### config.mk
export PLATFORM = sky130hd
export DESIGN_NAME = umon_arm_tracker
export DESIGN_NICKNAME = d
export VERILOG_FILES = /design/src/rtl/umon_pkg.sv /design/src/rtl/umon_disarm_decode.sv /design/src/rtl/umon_line_match.sv /design/src/rtl/umon_state.sv /design/src/rtl/umon_arm_tracker.sv
export SDC_FILE = /design/constraint.sdc
export NUM_CORES = 1
export LEC_CHECK = 0
export BUFFER_PORTS_ARGS = -buffer_cell sky130_fd_sc_hd__clkbuf_2
export CAP_MARGIN = 15
export CORE_MARGIN = 2
export CORE_UTILIZATION = 40
export CTS_BUF_LIST = sky130_fd_sc_hd__clkbuf_8
export DETAILED_ROUTE_END_ITERATION = 16
export GPL_TIMING_DRIVEN = 0
export PLACE_DENSITY = 0.75
export RECOVER_POWER = 100
export SYNTH_ARGS = -nofsm -noshare
export SYNTH_HDL_FRONTEND = slang
export SYNTH_HIERARCHICAL = 1
export SYNTH_SLANG_ARGS = --single-unit
### constraint.sdc
create_clock -name clk -period 3.51 [get_ports clk]
set_clock_uncertainty 0.05 [all_clocks]
set_input_delay 0.5265 -clock clk [delete_from_list [all_inputs] [get_ports clk]]
set_output_delay 0.5265 -clock clk [all_outputs]
set_load 0.01 [all_outputs]
### src/rtl/umon_pkg.sv
package umon_pkg;
  typedef enum logic [1:0] {
    SRC_LOCAL  = 2'b00,
    SRC_PEER   = 2'b01,
    SRC_DEVICE = 2'b10,
    SRC_RSVD   = 2'b11
  } umon_src_e;

  localparam int unsigned N_RETIRE = 4;

  function automatic logic src_is_remote(input logic [1:0] src);
    return (src == SRC_PEER) || (src == SRC_DEVICE);
  endfunction
endpackage

### src/rtl/umon_disarm_decode.sv
module umon_disarm_decode
  import umon_pkg::*;
(
  input  logic [N_RETIRE-1:0] retire_vec,
  input  logic                legacy_mon,
  output logic                kill
);
  logic [N_RETIRE:0] chain;

  assign chain[0] = legacy_mon;
  for (genvar i = 0; i < N_RETIRE; i++) begin : g_or
    assign chain[i+1] = chain[i] | retire_vec[i];
  end
  assign kill = chain[N_RETIRE];
endmodule

### src/rtl/umon_line_match.sv
module umon_line_match
  import umon_pkg::*;
#(
  parameter int unsigned ADDR_W = 48,
  parameter int unsigned TAG_W  = 42
) (
  input  logic              snp_vld,
  input  logic [ADDR_W-1:0] snp_addr,
  input  logic [1:0]        snp_src,
  input  logic              armed_q,
  input  logic [TAG_W-1:0]  tag_q,
  output logic              hit
);
  localparam int unsigned OFF_W = ADDR_W - TAG_W;

  logic [TAG_W-1:0] snp_tag;
  logic             tag_eq;
  logic             remote;

  assign snp_tag = snp_addr[ADDR_W-1:OFF_W];
  assign tag_eq  = (snp_tag == tag_q);
  assign remote  = src_is_remote(snp_src);

  always_comb begin
    hit = 1'b0;
    if (snp_vld && armed_q && remote && tag_eq) begin
      hit = 1'b1;
    end
  end
endmodule

### src/rtl/umon_state.sv
module umon_state #(
  parameter int unsigned TAG_W = 42
) (
  input  logic             clk,
  input  logic             rst_n,
  input  logic             arm_req,
  input  logic             arm_ok,
  input  logic [TAG_W-1:0] arm_tag,
  input  logic             kill,
  input  logic             hit,
  output logic             armed_q,
  output logic             wake_q,
  output logic [TAG_W-1:0] tag_q
);
  logic             armed_d;
  logic             wake_d;
  logic [TAG_W-1:0] tag_d;
  logic             tag_en;

  always_comb begin
    armed_d = armed_q;
    tag_en  = 1'b0;
    wake_d  = hit;
    if (kill || hit) begin
      armed_d = 1'b0;
    end else if (arm_req) begin
      armed_d = arm_ok;
      tag_en  = arm_ok;
    end
    tag_d = tag_en ? arm_tag : tag_q;
  end

  always_ff @(posedge clk or negedge rst_n) begin
    if (!rst_n) begin
      armed_q <= 1'b0;
      wake_q  <= 1'b0;
      tag_q   <= '0;
    end else begin
      armed_q <= armed_d;
      wake_q  <= wake_d;
      if (tag_en) begin
        tag_q <= tag_d;
      end
    end
  end


  kill_disarms_chk: assert property (@(posedge clk) disable iff (!rst_n)
    kill |=> !armed_q);


  clean_arm_sets_chk: assert property (@(posedge clk) disable iff (!rst_n)
    (arm_req && arm_ok && !kill && !hit) |=> armed_q);


  failed_arm_clears_chk: assert property (@(posedge clk) disable iff (!rst_n)
    (arm_req && !arm_ok) |=> !armed_q);


  hit_disarms_chk: assert property (@(posedge clk) disable iff (!rst_n)
    hit |=> (wake_q && !armed_q));
endmodule

### src/rtl/umon_arm_tracker.sv
module umon_arm_tracker
  import umon_pkg::*;
#(
  parameter int unsigned ADDR_W     = 48,
  parameter int unsigned LINE_BYTES = 64
) (
  input  logic              clk,
  input  logic              rst_n,
  input  logic              arm_vld,
  input  logic [ADDR_W-1:0] arm_addr,
  input  logic              arm_ok,
  input  logic              ret_iret,
  input  logic              ret_sysexit,
  input  logic              ret_sysret,
  input  logic              ret_far_cpl,
  input  logic              legacy_mon,
  input  logic              snp_vld,
  input  logic [ADDR_W-1:0] snp_addr,
  input  logic [1:0]        snp_src,
  output logic              armed,
  output logic              wake
);
  localparam int unsigned OFF_W = $clog2(LINE_BYTES);
  localparam int unsigned TAG_W = ADDR_W - OFF_W;

  logic                kill;
  logic                hit;
  logic                armed_q;
  logic                wake_q;
  logic [TAG_W-1:0]    tag_q;
  logic [N_RETIRE-1:0] retire_vec;

  assign retire_vec = {ret_far_cpl, ret_sysret, ret_sysexit, ret_iret};

  umon_disarm_decode u_dec (
    .retire_vec (retire_vec),
    .legacy_mon (legacy_mon),
    .kill       (kill)
  );

  umon_line_match #(
    .ADDR_W (ADDR_W),
    .TAG_W  (TAG_W)
  ) u_match (
    .snp_vld  (snp_vld),
    .snp_addr (snp_addr),
    .snp_src  (snp_src),
    .armed_q  (armed_q),
    .tag_q    (tag_q),
    .hit      (hit)
  );

  umon_state #(
    .TAG_W (TAG_W)
  ) u_state (
    .clk     (clk),
    .rst_n   (rst_n),
    .arm_req (arm_vld),
    .arm_ok  (arm_ok),
    .arm_tag (arm_addr[ADDR_W-1:OFF_W]),
    .kill    (kill),
    .hit     (hit),
    .armed_q (armed_q),
    .wake_q  (wake_q),
    .tag_q   (tag_q)
  );

  assign armed = armed_q;
  assign wake  = wake_q;


  legacy_disarms_chk: assert property (@(posedge clk) disable iff (!rst_n)
    legacy_mon |=> !armed);


  local_store_quiet_chk: assert property (@(posedge clk) disable iff (!rst_n)
    (snp_vld && (snp_src == SRC_LOCAL)) |=> !wake);


  wake_needs_armed_chk: assert property (@(posedge clk) disable iff (!rst_n)
    wake |-> $past(armed));


  wake_leaves_disarmed_chk: assert property (@(posedge clk) disable iff (!rst_n)
    wake |-> !armed);
endmodule

* Word-level counts from Yosys, hierarchy flattened
Index checks and enable logic that the tools add are counted.
Word-level totals: bits in registers 44, output and inout port bits 2
Operators by class: equal/unequal tests 3, multiplexer cells 5, bitwise logic cells 4, reductions and logical operators 6
Operators with widths (count):
- 42-bit == test | 1
- 1-bit 2-to-1 mux | 5
- 1-bit bitwise OR | 4
- 1-bit logical AND | 3
- 2-bit by 1-bit == test with 1-bit output (second input constant) | 1
- 2-bit == test (second input constant) | 1
- 1-bit logical OR | 2
- 2-bit nonzero test | 1

* Longest topological paths before layout
word-level depth 7, mapped depth 8, gate-level depth less buffers 6

* By module
The synthesis kept the hierarchy.
By module, submodules not included:
- umon_state | times used 1, cells an instance 94, area an instance 1843.0 um2, sequential area each 1101.1 um2
- umon_line_match | times used 1, cells an instance 65, area an instance 573.0 um2, sequential area each 0.0 um2
- umon_disarm_decode | times used 1, cells an instance 3, area an instance 12.5 um2, sequential area each 0.0 um2

* Worst setup path before layout
OpenSTA, ideal clock, no wires.
path kind input to register, from input snp_addr[37], to register u_state.tag_q[0], arrival 2130 ps, data required time 3335 ps, setup slack 1205 ps, cell stages on the path 8, path buffers 2, path through xor2_1 -> nor4_2 -> nand3_1 -> nor4_2 -> and4bb_1 -> buf_6 -> buf_12 -> mux2_4
On the way: longest elaborated chain between the ends 5
RTL lines:
- start: declaration | line umon_arm_tracker.sv:18 | input logic [ADDR_W-1:0] snp_addr,
- 42-bit == test | line umon_line_match.sv:21 | assign tag_eq = (snp_tag == tag_q);
- 1-bit logical AND | line umon_line_match.sv:26 | if (snp_vld && armed_q && remote && tag_eq) begin
- 1-bit 2-to-1 mux | line umon_line_match.sv:26
- net hit | line umon_arm_tracker.sv:27 | logic hit;
- 1-bit logical OR | line umon_state.sv:24 | if (kill || hit) begin
- 1-bit 2-to-1 mux | line umon_state.sv:24
- end signal: assignment | line umon_state.sv:42 | tag_q <= tag_d;
- end: declaration | line umon_state.sv:13 | output logic [TAG_W-1:0] tag_q
The timed path passes the listed nets, and every way through them passes these cells. A chain may end at the register's enable or synchronous reset.

* Final worst setup path
from register u_state.tag_q[13], to register u_state.tag_q[23]
On the way: longest elaborated chain between the ends 5
RTL lines (line):
- 42-bit == test | umon_line_match.sv:21
- 1-bit logical AND | umon_line_match.sv:26
- 1-bit 2-to-1 mux | umon_line_match.sv:26
- net hit | umon_arm_tracker.sv:27
- 1-bit logical OR | umon_state.sv:24
- 1-bit 2-to-1 mux | umon_state.sv:24
The timed path passes the listed nets, and every way through them passes these cells.

==> results.yml <==
run_status:
  outcome: "finished, violations left"
  violations: "capacitance limit, slew limit"
power_and_ir_drop:
  clockPowerShare_pct: 28.9
  power_switching_mw: 0.289
  internal_power_mw: 0.870
  peakVddDrop_v: 0.000146
  combPwrFrac_pct: 18.1
  p_per_area_mw_per_mm2: 392
  seqPwrFrac_pct: 53.0
  p_sw_share_pct: 25.0
  p_leak_nw: 1.59
routing:
  wirelength_um: 4690
  drc: 0
  first_pass_iters: 3
  drt_iter0_markers: 37
  vias: 1547
  via_per_inst: 4.52
  ant_nets: 0
  post_drt_wl_per_cell_um: 13.7
timing:
  hold_viol: 0
  period_share_pct: 76.4
  max-slew-margin-rel_pct: -1.59
  worst_slew_pin_slew_ns: 1.52
  fmax_mhz: 373
  rsz0062_at_grt: "false"
  setup-violations-final: 0
  finalMaxSlewViolations: 30
  layout_min_cycle_time_ns: 2.68
  fin_setup_tns_ns: 0
synthesis:
  async_flop_share_pct: 100
  syn_avg_cell_area_um2: 15.0
  synth_seq_cells: 44
  synth_seq_area_share_pct: 45.3
  synth_area_mm2: 0.00243
  netlist.area_leader.share_pct: 45.3
  synthTopCellsByCount: "dfrtp_1 (44), mux2_4 (40), xor2_1 (38), nor4_2 (8), buf_12 (4)"
  synth_flop_cell: "dfrtp_1"
  synth_largest_area_cell: "dfrtp_1"
  synth_area_leaders: "dfrtp_1 (45%), mux2_4 (25%), xor2_1 (14%)"
  yosysUniqueCellTypes: 23
  yosysMostFrequentCell: "dfrtp_1"
  yosys_warnings: 6
  synthCells: 162
  synth-edff-count: 0
  synth_fp_nets: 270
critical_path:
  cp.arrival_ns: 2.80
  critPathLaunchType: "flop"
  critical_path.max_fanout: 10
  critical_path_required_ns: 3.62
  reg2reg_depth: 8
  r2r-end: "u_state/tag_q[23]"
  criticalPathCategory: "flop to flop"
  r2r_setup_slack_ns: 0.83
  cp-end-kind: "flop"
  reg2reg_from: "u_state/tag_q[13]"
floorplan:
  num_rows: 28
  ios: 110
  dieArea_mm2: 0.00671
  dieWidth_um: 81.9
  initial_core_util_pct: 41.3
  fp.dieH_um: 81.9
  design.core.area_mm2: 0.00589
finish:
  area_delta_synth_final_pct: 21.7
  utilization_pct: 50.2
  antenna_cells: 0
  nets: 375
  final_cells: 342
  drive_gt1_share_pct: 44.9
global_route:
  grt_antenna_before_repair: 0
  grt.overflow.total: 0
  track_usage_pct: 14.8
  grt_max_degree: 45
  grt_pass1_wl_um: 7310
  grt_pass1_vias: 1521
placement:
  dpl.hpwl_um: 3660
  io_buffers: 97
  placedCellCount: 334
  finalWeightedCongestion: 0.690
cts:
  htreeDepth: 2
  root_buffer: "clkbuf_8"
  cts_hold_buf: 0
  cts_setup_buffers: 0
  clk_pin_slew_worst_paths_ns: 0.08
  cts_buffers: 5
  ctsResizeCount: 0
  cts_tree: "built"
  cts_sinks: 44
  clk_latency_ns: 0.29
  clk_path_buf_depth: 2
job:
  cap_violations: 1
worst_hold_path:
  hold_path.class: "input pin to asynchronous set/reset pin"
## routing by layer
metal | part of all wire, % | global-route usage [%] | wire length (µm) | up-vias
met2 | 47 | 23.8 | 2190 | 59
li1 | - | - | - | 772
met5 | 0 | 0 | 0 | -
met4 | 0.85 | 3.50 | 40 | 0
met3 | 7.8 | 5.05 | 366 | 6
met1 | 45 | 19.2 | 2090 | 710
## stage by stage
step	hold WS (ns)	total power [mW]	setup slack, ns	instance area, µm²
after floorplan	0.181	0.791	1.20	2430
after global placement	0.453	0.879	0.854	3010
after detailed placement	0.443	0.887	0.837	3010
after CTS	0.398	1.23	1.04	3100
after global routing	0.356	1.23	0.679	2960
final	0.261	1.16	0.828	2960
## placed cells by master, fill, tap and decap left out, drive strengths merged
cell type / n
xor2: 38
clkbuf: 105
xnor2: 1
buf: 5
nor2: 2
mux2: 42
nand2b: 3
a21oi: 1
inv: 2
nor3: 2
nand4: 2
nand2: 3
and4bb: 1
a2111oi: 1
o2111a: 1
nor4: 10
mux2i: 1
dfrtp: 44
nand3: 1
nor2b: 2
## worst max-delay path: stages (launching register included)
cell and delay (ns):
dfrtp_1 0.40, xor2_1 0.17, nor4_1 0.42, nand4_1 0.22, nor4_1 0.46, and4bb_1 0.25, buf_6 0.15, buf_12 0.15
mux2_1 0.32
## registers in the layout, indices dropped and copies added, names as in the netlist
name	flops
u_state/wake_q	1
u_state/tag_q	42
u_state/armed_q	1
## cell families (layout without fill, tap and decap cells)
family / Yosys count / after routing / synth area share (%)
DFF: 44 / 44 / 45.3
and+or+nand+nor: 26 / 26 / 8.66
buffers and inverters: 7 / 112 / 4.07
muxes: 43 / 43 / 26.1
xor gates and xnor gates: 39 / 39 / 14.1
AOI/OAI and AO/OA: 3 / 3 / 1.80
## power groups by stage
stage          Combinational (mW)  Sequential, mW  Clock (mW)
5_1_grt                     0.236           0.624       0.371
3_3_place_gp                0.253           0.627           0
6_report                    0.210           0.615       0.334
3_5_place_dp                0.260           0.627           0
4_1_cts                     0.260           0.620       0.351
2_1_floorplan               0.174           0.617           0
## cell type report
cell class	count	area [µm²]
Fill cell	557	2930
Inverter	2	7.51
Tap cell	75	93.8
Clock buffer	7	96.3
Timing Repair Buffer	98	485
Sequential cell	44	1100
Buffer	5	91.3
Multi-Input combinational cell	111	1080
## worst max-delay path by stage
stage	startpoint	endpoint	slack, ns
floorplan	snp_addr[37]	u_state/tag_q[0]	1.20
CTS	u_state/tag_q[13]	u_state/tag_q[23]	1.04
detailed placement	snp_src[1]	u_state/tag_q[20]	0.84
finish	u_state/tag_q[13]	u_state/tag_q[23]	0.83
global route	u_state/tag_q[13]	u_state/tag_q[33]	0.68
global placement	snp_src[0]	u_state/tag_q[21]	0.85
(Power assumes the default switching activity.)
